==> config.mk <==
export PLATFORM = sky130hd
export DESIGN_NAME = pci_cmd_decode
export DESIGN_NICKNAME = d
export VERILOG_FILES = /design/src/rtl/pcb_pkg.sv /design/src/rtl/pcb_window_match.sv /design/src/rtl/pcb_cmd_select.sv /design/src/rtl/pcb_desc_reg.sv /design/src/rtl/pci_cmd_decode.sv
export SDC_FILE = /design/constraint.sdc
export NUM_CORES = 1
export LEC_CHECK = 0
export ABC_CLOCK_PERIOD_IN_PS = 1800
export BUFFER_PORTS_ARGS = -buffer_cell sky130_fd_sc_hd__buf_2
export CAP_MARGIN = 20
export CORE_AREA = 3 3 116 118
export DETAILED_ROUTE_END_ITERATION = 10
export DIE_AREA = 0 0 119 121
export PLACE_DENSITY = 0.57
export REMOVE_ABC_BUFFERS = 1
export SLEW_MARGIN = 20
export SYNTH_ARGS = -nofsm -noshare
export SYNTH_HDL_FRONTEND = slang
export SYNTH_SLANG_ARGS = --single-unit
==> constraint.sdc <==
create_clock -name clk -period 1.8 [get_ports clk]
set_input_delay 0.27 -clock clk [delete_from_list [all_inputs] [get_ports clk]]
set_output_delay 0.27 -clock clk [all_outputs]
set_load 0.01 [all_outputs]
==> src/rtl/pcb_pkg.sv <==
package pcb_pkg;
  typedef enum logic [1:0] {
    KIND_SPACE = 2'd0,
    KIND_CFG   = 2'd1,
    KIND_IACK  = 2'd2,
    KIND_SPEC  = 2'd3
  } req_kind_e;

  localparam logic [3:0] CMD_IACK  = 4'h0;
  localparam logic [3:0] CMD_SPEC  = 4'h1;
  localparam logic [3:0] CMD_IORD  = 4'h2;
  localparam logic [3:0] CMD_IOWR  = 4'h3;
  localparam logic [3:0] CMD_MRD   = 4'h6;
  localparam logic [3:0] CMD_MWR   = 4'h7;
  localparam logic [3:0] CMD_CFGRD = 4'hA;
  localparam logic [3:0] CMD_CFGWR = 4'hB;
  localparam logic [3:0] CMD_MRL   = 4'hE;
  localparam logic [3:0] CMD_MWI   = 4'hF;

  localparam logic [1:0] WIN_M0   = 2'd0;
  localparam logic [1:0] WIN_M1   = 2'd1;
  localparam logic [1:0] WIN_IO   = 2'd2;
  localparam logic [1:0] WIN_NONE = 2'd3;

  localparam int NUM_WIN = 3;
endpackage

==> src/rtl/pcb_window_match.sv <==
module pcb_window_match #(
  parameter int AW   = 32,
  parameter int NWIN = 3
) (
  input  logic [AW-1:0]           addr,
  input  logic [NWIN-1:0][AW-1:0] base,
  input  logic [NWIN-1:0][AW-1:0] mask,
  output logic [NWIN-1:0]         grant
);
  logic [NWIN-1:0] raw_hit;

  genvar g;
  generate
    for (g = 0; g < NWIN; g++) begin : g_win
      assign raw_hit[g] = ((addr & mask[g]) == (base[g] & mask[g]));
    end
  endgenerate

  // Lowest index wins: scan downward so the last write is the lowest hit.
  always_comb begin
    grant = '0;
    for (int i = NWIN - 1; i >= 0; i--) begin
      if (raw_hit[i]) begin
        grant    = '0;
        grant[i] = 1'b1;
      end
    end
  end
endmodule

==> src/rtl/pcb_cmd_select.sv <==
module pcb_cmd_select
  import pcb_pkg::*;
#(
  parameter int LW = 8
) (
  input  req_kind_e          kind,
  input  logic               write,
  input  logic [LW-1:0]      len,
  input  logic [LW-1:0]      line_bytes,
  input  logic [NUM_WIN-1:0] grant,
  output logic [3:0]         cmd,
  output logic [1:0]         win,
  output logic               nohit
);
  logic line_match;

  assign line_match = (line_bytes != '0) && (len == line_bytes);

  always_comb begin
    cmd   = CMD_IACK;
    win   = WIN_NONE;
    nohit = 1'b0;
    unique case (kind)
      KIND_CFG:  cmd = write ? CMD_CFGWR : CMD_CFGRD;
      KIND_IACK: cmd = CMD_IACK;
      KIND_SPEC: cmd = CMD_SPEC;
      default: begin
        if (grant[0] || grant[1]) begin
          win = grant[0] ? WIN_M0 : WIN_M1;
          if (write) cmd = line_match ? CMD_MWI : CMD_MWR;
          else       cmd = line_match ? CMD_MRL : CMD_MRD;
        end else if (grant[2]) begin
          win = WIN_IO;
          cmd = write ? CMD_IOWR : CMD_IORD;
        end else begin
          nohit = 1'b1;
        end
      end
    endcase
  end
endmodule

==> src/rtl/pcb_desc_reg.sv <==
module pcb_desc_reg #(
  parameter int AW = 32,
  parameter int LW = 8
) (
  input  logic          clk,
  input  logic          rst_n,
  input  logic          in_valid,
  output logic          in_ready,
  input  logic [3:0]    in_cmd,
  input  logic [AW-1:0] in_addr,
  input  logic [LW-1:0] in_len,
  input  logic          in_dma,
  input  logic [1:0]    in_win,
  input  logic          in_nohit,
  output logic          out_valid,
  input  logic          out_ready,
  output logic [3:0]    out_cmd,
  output logic [AW-1:0] out_addr,
  output logic [LW-1:0] out_len,
  output logic          out_dma,
  output logic [1:0]    out_win,
  output logic          out_nohit
);
  logic take;
  logic valid_nxt;

  assign in_ready = !out_valid || out_ready;
  assign take     = in_valid && in_ready;

  always_comb begin
    if (take)           valid_nxt = 1'b1;
    else if (out_ready) valid_nxt = 1'b0;
    else                valid_nxt = out_valid;
  end

  always_ff @(posedge clk or negedge rst_n) begin
    if (!rst_n) out_valid <= 1'b0;
    else        out_valid <= valid_nxt;
  end

  always_ff @(posedge clk or negedge rst_n) begin
    if (!rst_n) begin
      out_cmd   <= '0;
      out_addr  <= '0;
      out_len   <= '0;
      out_dma   <= 1'b0;
      out_win   <= '0;
      out_nohit <= 1'b0;
    end else if (take) begin
      out_cmd   <= in_cmd;
      out_addr  <= in_addr;
      out_len   <= in_len;
      out_dma   <= in_dma;
      out_win   <= in_win;
      out_nohit <= in_nohit;
    end
  end

  // a stalled descriptor neither disappears nor changes.
  p_hold_stable_r11: assert property (@(posedge clk) disable iff (!rst_n)
    (out_valid && !out_ready) |=> (out_valid && $stable(out_cmd) && $stable(out_addr)
                                   && $stable(out_len) && $stable(out_win)));

  // an accepted request is visible on the next cycle.
  p_accept_shows_r11: assert property (@(posedge clk) disable iff (!rst_n)
    (in_valid && in_ready) |=> out_valid);
endmodule

==> src/rtl/pci_cmd_decode.sv <==
module pci_cmd_decode
  import pcb_pkg::*;
#(
  parameter int AW = 32,
  parameter int LW = 8
) (
  input  logic          clk,
  input  logic          rst_n,
  input  logic          req_valid,
  output logic          req_ready,
  input  logic [AW-1:0] req_addr,
  input  logic          req_write,
  input  logic [LW-1:0] req_len,
  input  logic          req_dma,
  input  logic [1:0]    req_kind,
  input  logic [AW-1:0] cfg_m0_base,
  input  logic [AW-1:0] cfg_m0_mask,
  input  logic [AW-1:0] cfg_m1_base,
  input  logic [AW-1:0] cfg_m1_mask,
  input  logic [AW-1:0] cfg_io_base,
  input  logic [AW-1:0] cfg_io_mask,
  input  logic [LW-1:0] cfg_line_bytes,
  output logic          dsc_valid,
  input  logic          dsc_ready,
  output logic [3:0]    dsc_cmd,
  output logic [AW-1:0] dsc_addr,
  output logic [LW-1:0] dsc_len,
  output logic          dsc_dma,
  output logic [1:0]    dsc_win,
  output logic          dsc_nohit
);
  logic [NUM_WIN-1:0][AW-1:0] win_base;
  logic [NUM_WIN-1:0][AW-1:0] win_mask;
  logic [NUM_WIN-1:0]         grant;
  logic [3:0]                 sel_cmd;
  logic [1:0]                 sel_win;
  logic                       sel_nohit;
  req_kind_e                  kind;

  assign win_base = {cfg_io_base, cfg_m1_base, cfg_m0_base};
  assign win_mask = {cfg_io_mask, cfg_m1_mask, cfg_m0_mask};
  assign kind     = req_kind_e'(req_kind);

  pcb_window_match #(.AW(AW), .NWIN(NUM_WIN)) u_match (
    .addr  (req_addr),
    .base  (win_base),
    .mask  (win_mask),
    .grant (grant)
  );

  pcb_cmd_select #(.LW(LW)) u_sel (
    .kind       (kind),
    .write      (req_write),
    .len        (req_len),
    .line_bytes (cfg_line_bytes),
    .grant      (grant),
    .cmd        (sel_cmd),
    .win        (sel_win),
    .nohit      (sel_nohit)
  );

  pcb_desc_reg #(.AW(AW), .LW(LW)) u_reg (
    .clk       (clk),
    .rst_n     (rst_n),
    .in_valid  (req_valid),
    .in_ready  (req_ready),
    .in_cmd    (sel_cmd),
    .in_addr   (req_addr),
    .in_len    (req_len),
    .in_dma    (req_dma),
    .in_win    (sel_win),
    .in_nohit  (sel_nohit),
    .out_valid (dsc_valid),
    .out_ready (dsc_ready),
    .out_cmd   (dsc_cmd),
    .out_addr  (dsc_addr),
    .out_len   (dsc_len),
    .out_dma   (dsc_dma),
    .out_win   (dsc_win),
    .out_nohit (dsc_nohit)
  );

  // address, length and source pass through untouched.
  p_addr_pass_r2: assert property (@(posedge clk) disable iff (!rst_n)
    (req_valid && req_ready) |=> (dsc_addr == $past(req_addr) && dsc_len == $past(req_len)
                                  && dsc_dma == $past(req_dma)));

  // without an exact nonzero line match, no line command appears.
  p_no_line_cmd_r6: assert property (@(posedge clk) disable iff (!rst_n)
    (req_valid && req_ready && !(cfg_line_bytes != '0 && req_len == cfg_line_bytes))
      |=> (dsc_cmd != CMD_MRL && dsc_cmd != CMD_MWI));

  // a miss carries the fixed miss encoding.
  p_nohit_code_r10: assert property (@(posedge clk) disable iff (!rst_n)
    (dsc_valid && dsc_nohit) |-> (dsc_cmd == CMD_IACK && dsc_win == WIN_NONE));

  // configuration requests never report a window.
  p_cfg_nowin_r8: assert property (@(posedge clk) disable iff (!rst_n)
    (req_valid && req_ready && req_kind == 2'd1) |=> (dsc_win == WIN_NONE && !dsc_nohit));
endmodule

==> metrics.txt <==
# TYPE chip_impl_metric gauge
chip_impl_metric{name="placeableCoreArea",unit="sq um"} 12600
chip_impl_metric{name="vdd_ir_drop_max",unit="mV"} 0.525
chip_impl_metric{name="synth_seq_area_share",unit="%"} 37.1
chip_impl_metric{name="die_width",unit="microns"} 119
chip_impl_info{name="timing.critical_path.cells",value="buf_2 > xor2_1 > a22oi_1 > nand4_1 > nor4_2 > nor3_2 > a221oi_2"} 1
chip_impl_info{name="timing.critical_path.to_type",value="register"} 1
chip_impl_metric{name="initial_utilization",unit="%"} 26.3
chip_impl_metric{name="worst_slew_margin_rel",unit="%"} 59.1
chip_impl_metric{name="h_tree_depth_reported_by_cts",unit=""} 2
chip_impl_metric{name="dp_cells",unit=""} 863
chip_impl_metric{name="global_route_wire_length_before_repair",unit="microns"} 22600
chip_impl_metric{name="pwr-share-clk",unit="%"} 29.7
chip_impl_info{name="synth.area.top_cells",value="sky130_fd_sc_hd__dfrtp_1 37%, sky130_fd_sc_hd__xor2_1 27%, sky130_fd_sc_hd__nand2_1 14%"} 1
chip_impl_metric{name="hold_viol_final",unit=""} 0
chip_impl_metric{name="clk_pin_slew_worst_paths",unit="ps"} 70
chip_impl_metric{name="switching_share",unit="%"} 31.5
chip_impl_metric{name="net-switching-power",unit="mW"} 1.12
chip_impl_metric{name="post-route-worst-setup-slack",unit="ps"} 43.8
chip_impl_metric{name="n_antenna_cell",unit=""} 0
chip_impl_metric{name="p_seq_share",unit="%"} 36.7
chip_impl_metric{name="total_power",unit="mW"} 3.55
chip_impl_metric{name="synthCells",unit=""} 382
chip_impl_info{name="postSynth.topFlopCell",value="sky130_fd_sc_hd__dfrtp_1"} 1
chip_impl_info{name="setup.worst_path.class",value="in2reg"} 1
chip_impl_metric{name="nNetsFinal",unit=""} 947
chip_impl_metric{name="number_of_antenna_violations_at_the_first_check_in_global_routing",unit=""} 0
chip_impl_metric{name="synthesis.area",unit="sq um"} 3310
chip_impl_metric{name="first_global_vias",unit=""} 4031
chip_impl_metric{name="timing_worst_slew_pin_value",unit="ps"} 614
chip_impl_metric{name="cp_data_arrival_time",unit="ps"} 1950
chip_impl_info{name="cpMaxStageDelayCell",value="sky130_fd_sc_hd__nor4_2"} 1
chip_impl_info{name="grt_setup_unrepaired",value="false"} 1
chip_impl_metric{name="finalMaxSlewViolations",unit=""} 0
chip_impl_metric{name="dr.pass1.iters",unit=""} 4
chip_impl_info{name="tritoncts",value="built"} 1
chip_impl_metric{name="fmax",unit="MHz"} 569
chip_impl_metric{name="wl_per_cell",unit="microns"} 17.8
chip_impl_metric{name="grt_max_degree",unit=""} 27
chip_impl_metric{name="drv.max_cap_violation_count",unit=""} 0
chip_impl_metric{name="globalRouteMet2Util",unit="%"} 35.7
chip_impl_metric{name="power.leakage",unit="nW"} 2.98
chip_impl_metric{name="place.gp.congestion",unit=""} 0.920
chip_impl_info{name="cts.root.buffer_cell",value="sky130_fd_sc_hd__clkbuf_16"} 1
chip_impl_metric{name="layout_area_growth_over_synthesis",unit="%"} 61.9
chip_impl_info{name="holdCritPathClass",value="in2reg"} 1
chip_impl_metric{name="ant_nets",unit=""} 0
chip_impl_metric{name="synth_async_sr_flop_share",unit="%"} 100
chip_impl_metric{name="cts_sinks",unit=""} 49
chip_impl_metric{name="routed_wirelength",unit="microns"} 15500
chip_impl_metric{name="routed-via-count",unit=""} 3941
chip_impl_metric{name="met3_usage",unit="%"} 4.62
chip_impl_metric{name="final_min_period_over_clock_period",unit="%"} 97.6
chip_impl_metric{name="ioPinCount",unit=""} 298
chip_impl_metric{name="met1_usage",unit="%"} 25.7
chip_impl_metric{name="post_route_drc_violation_count",unit=""} 0
chip_impl_metric{name="initial_detailed_routing_violation_count",unit=""} 215
chip_impl_metric{name="cts-buffers-inserted",unit=""} 5
chip_impl_metric{name="fp.dieArea",unit="sq um"} 14400
chip_impl_metric{name="layout_min_cycle_time",unit="ps"} 1760
chip_impl_metric{name="postSynthRegisterBits",unit=""} 49
chip_impl_metric{name="synthesis.yosys.warnings",unit=""} 0
chip_impl_metric{name="dp_worst_setup_slack",unit="ps"} -269
chip_impl_metric{name="finalCoreUtilization",unit="%"} 42.6
chip_impl_metric{name="std_cell_rows",unit=""} 41
chip_impl_metric{name="port_buffers",unit=""} 297
chip_impl_metric{name="insertion_delay",unit="ps"} 280
chip_impl_metric{name="clk_path_buf_depth",unit=""} 2
chip_impl_info{name="gr-max-usage-layer",value="met2"} 1
chip_impl_metric{name="grt_overflow",unit=""} 0
chip_impl_metric{name="critical_path_peak_fanout",unit=""} 4
chip_impl_metric{name="timing.clock.skew",unit="ps"} 6.34
chip_impl_metric{name="setup-violations-final",unit=""} 0
chip_impl_metric{name="p_int",unit="mW"} 2.43
chip_impl_info{name="outcome",value="completed"} 1
chip_impl_metric{name="all_layer_global_routing_usage",unit="%"} 20.3
chip_impl_metric{name="avgSynthCellArea",unit="sq um"} 8.65
chip_impl_info{name="netlist.top_cell.by_area",value="sky130_fd_sc_hd__dfrtp_1"} 1
chip_impl_metric{name="cts_setup_buffers",unit=""} 0
chip_impl_metric{name="chipHeight",unit="microns"} 121
chip_impl_metric{name="n_fill_cell",unit=""} 1311
chip_impl_info{name="start_kind",value="primary input"} 1
chip_impl_metric{name="synth_unique_cells",unit=""} 26
chip_impl_metric{name="share_of_power_burned_in_combinational_logic",unit="%"} 33.5
chip_impl_metric{name="dp.final_hpwl",unit="microns"} 13400
chip_impl_metric{name="drive_above_1_share",unit="%"} 47.8
chip_impl_metric{name="crit_path_max_incr_delay",unit="ps"} 390
chip_impl_metric{name="yosys.area.top_type_share",unit="%"} 37.1
chip_impl_metric{name="via_to_cell_ratio",unit=""} 4.52
chip_impl_metric{name="synth-edff-count",unit=""} 0
chip_impl_metric{name="pwr_density_cell",unit="nW/um^2"} 664
chip_impl_metric{name="tns",unit="ps"} 0
chip_impl_metric{name="layoutNonFillerInstCount",unit=""} 871
chip_impl_metric{name="worst_path_required_time",unit="ps"} 1990
[per-layer routing]
layer	up-vias	share of wire, %
li1	1936	-
met1	1812	41
met2	187	50
met3	6	8.1
met4	0	0.82
met5	-	0
[critical path, delay by kind of cell]
| kind | cells | cell delay, ps |
|---|---|---|
| buffers and inverters | 1 | 130 |
| XOR/XNOR | 1 | 210 |
| AND/OR/NAND/NOR | 3 | 760 |
| AO/OA/AOI/OAI | 2 | 570 |
[placed cells by master (no fill, tap or decap), types with 2 or more instances in the layout]
| cell | count |
|---|---|
| sky130_fd_sc_hd__dfrtp_1 | 49 |
| sky130_fd_sc_hd__a22oi_1 | 47 |
| sky130_fd_sc_hd__xor2_1 | 101 |
| sky130_fd_sc_hd__nor3_1 | 2 |
| sky130_fd_sc_hd__o21ai_0 | 5 |
| sky130_fd_sc_hd__nand2_1 | 123 |
| sky130_fd_sc_hd__clkbuf_16 | 5 |
| sky130_fd_sc_hd__buf_4 | 20 |
| sky130_fd_sc_hd__buf_2 | 297 |
| sky130_fd_sc_hd__nor2_1 | 4 |
| sky130_fd_sc_hd__inv_1 | 2 |
| sky130_fd_sc_hd__nor4_2 | 2 |
| sky130_fd_sc_hd__nand4_1 | 13 |
| sky130_fd_sc_hd__nor4_1 | 2 |
| sky130_fd_sc_hd__a21oi_1 | 4 |
| sky130_fd_sc_hd__buf_12 | 2 |
| sky130_fd_sc_hd__nand2b_1 | 2 |
| sky130_fd_sc_hd__xnor2_1 | 2 |
[synthesized netlist by cell type (2+ instances only)]
| library cell | number |
|---|---|
| sky130_fd_sc_hd__nor4_2 | 3 |
| sky130_fd_sc_hd__nor4_1 | 2 |
| sky130_fd_sc_hd__nand2b_1 | 2 |
| sky130_fd_sc_hd__o21ai_0 | 5 |
| sky130_fd_sc_hd__dfrtp_1 | 49 |
| sky130_fd_sc_hd__nand2_1 | 124 |
| sky130_fd_sc_hd__xnor2_1 | 2 |
| sky130_fd_sc_hd__clkbuf_1 | 6 |
| sky130_fd_sc_hd__nor3_1 | 3 |
| sky130_fd_sc_hd__inv_1 | 2 |
| sky130_fd_sc_hd__nand4_1 | 13 |
| sky130_fd_sc_hd__a22oi_1 | 48 |
| sky130_fd_sc_hd__xor2_1 | 101 |
| sky130_fd_sc_hd__buf_1 | 4 |
| sky130_fd_sc_hd__nor2_1 | 4 |
| sky130_fd_sc_hd__a21oi_1 | 4 |
[stage by stage]
step	instance area, sq um	hold slack, ps
2_1_floorplan	3270	-25.6
3_3_place_gp	5160	248
3_5_place_dp	5160	253
4_1_cts	5330	183
5_1_grt	5350	192
6_report	5350	188
[cell type report]
class | instances | area (sq um) | share of cell area (%)
clock inverter | 2 | 35.0 | 0.655
timing repair buffer | 320 | 1690 | 31.5
sequential | 49 | 1230 | 22.9
clock buffer | 5 | 125 | 2.34
inverter | 2 | 7.51 | 0.140
multi-input combinational | 321 | 2060 | 38.4
tap | 172 | 215 | 4.02
[cell families after synthesis]
kind of cell	Yosys count	share of synthesized area, %
AOI/OAI and AO/OA	63	14.0
buffers and inverters	12	1.36
and+or+nand+nor	154	19.9
xor gates and xnor gates	103	27.3
muxes	1	0.303
DFF	49	37.1
[flip-flops by register name (all words and copies together), names as in the netlist]
name             cells
u_reg.out_addr      32
u_reg.out_len        8
u_reg.out_nohit      1
u_reg.out_cmd        4
u_reg.out_win        2
u_reg.out_valid      1
u_reg.out_dma        1
[power groups by stage]
stage               Combinational [mW]  Clock [mW]  Sequential (mW)
floorplan                        0.396           0             1.39
global placement                  1.18           0             1.32
detailed placement                1.20           0             1.32
CTS                               1.20        1.10             1.31
global route                      1.31        1.14             1.32
finish                            1.19        1.06             1.30
[path summary, 6_finish.rpt]
check                                                   start                              to  slack [ps]  cells past startpoint
worst max-delay path                             req_addr[28]    u_reg.out_cmd[1]$_DFFE_PN0P_          40                      7
worst min-delay path                                  req_dma       u_reg.out_dma$_DFFE_PN0P_         190                      3
worst max register to register    u_reg.out_valid$_DFFE_PN0P_  u_reg.out_addr[28]$_DFFE_PN0P_         250                      5
worst min register to register  u_reg.out_addr[9]$_DFFE_PN0P_   u_reg.out_addr[9]$_DFFE_PN0P_         470                      2
max in group asynchronous                               rst_n  u_reg.out_addr[18]$_DFFE_PN0P_         720                      3
min in group asynchronous                               rst_n  u_reg.out_addr[12]$_DFFE_PN0P_         480                      2
[what timing repair did]
item / 4_1_cts / 5_1_grt
hold endpoints to repair: 18 / 0
resized for setup: 0 / 3
endpoints found under the setup margin: 0 / 3
hold buffers: 1 / 0
Power figures use the tool's default switching activity.
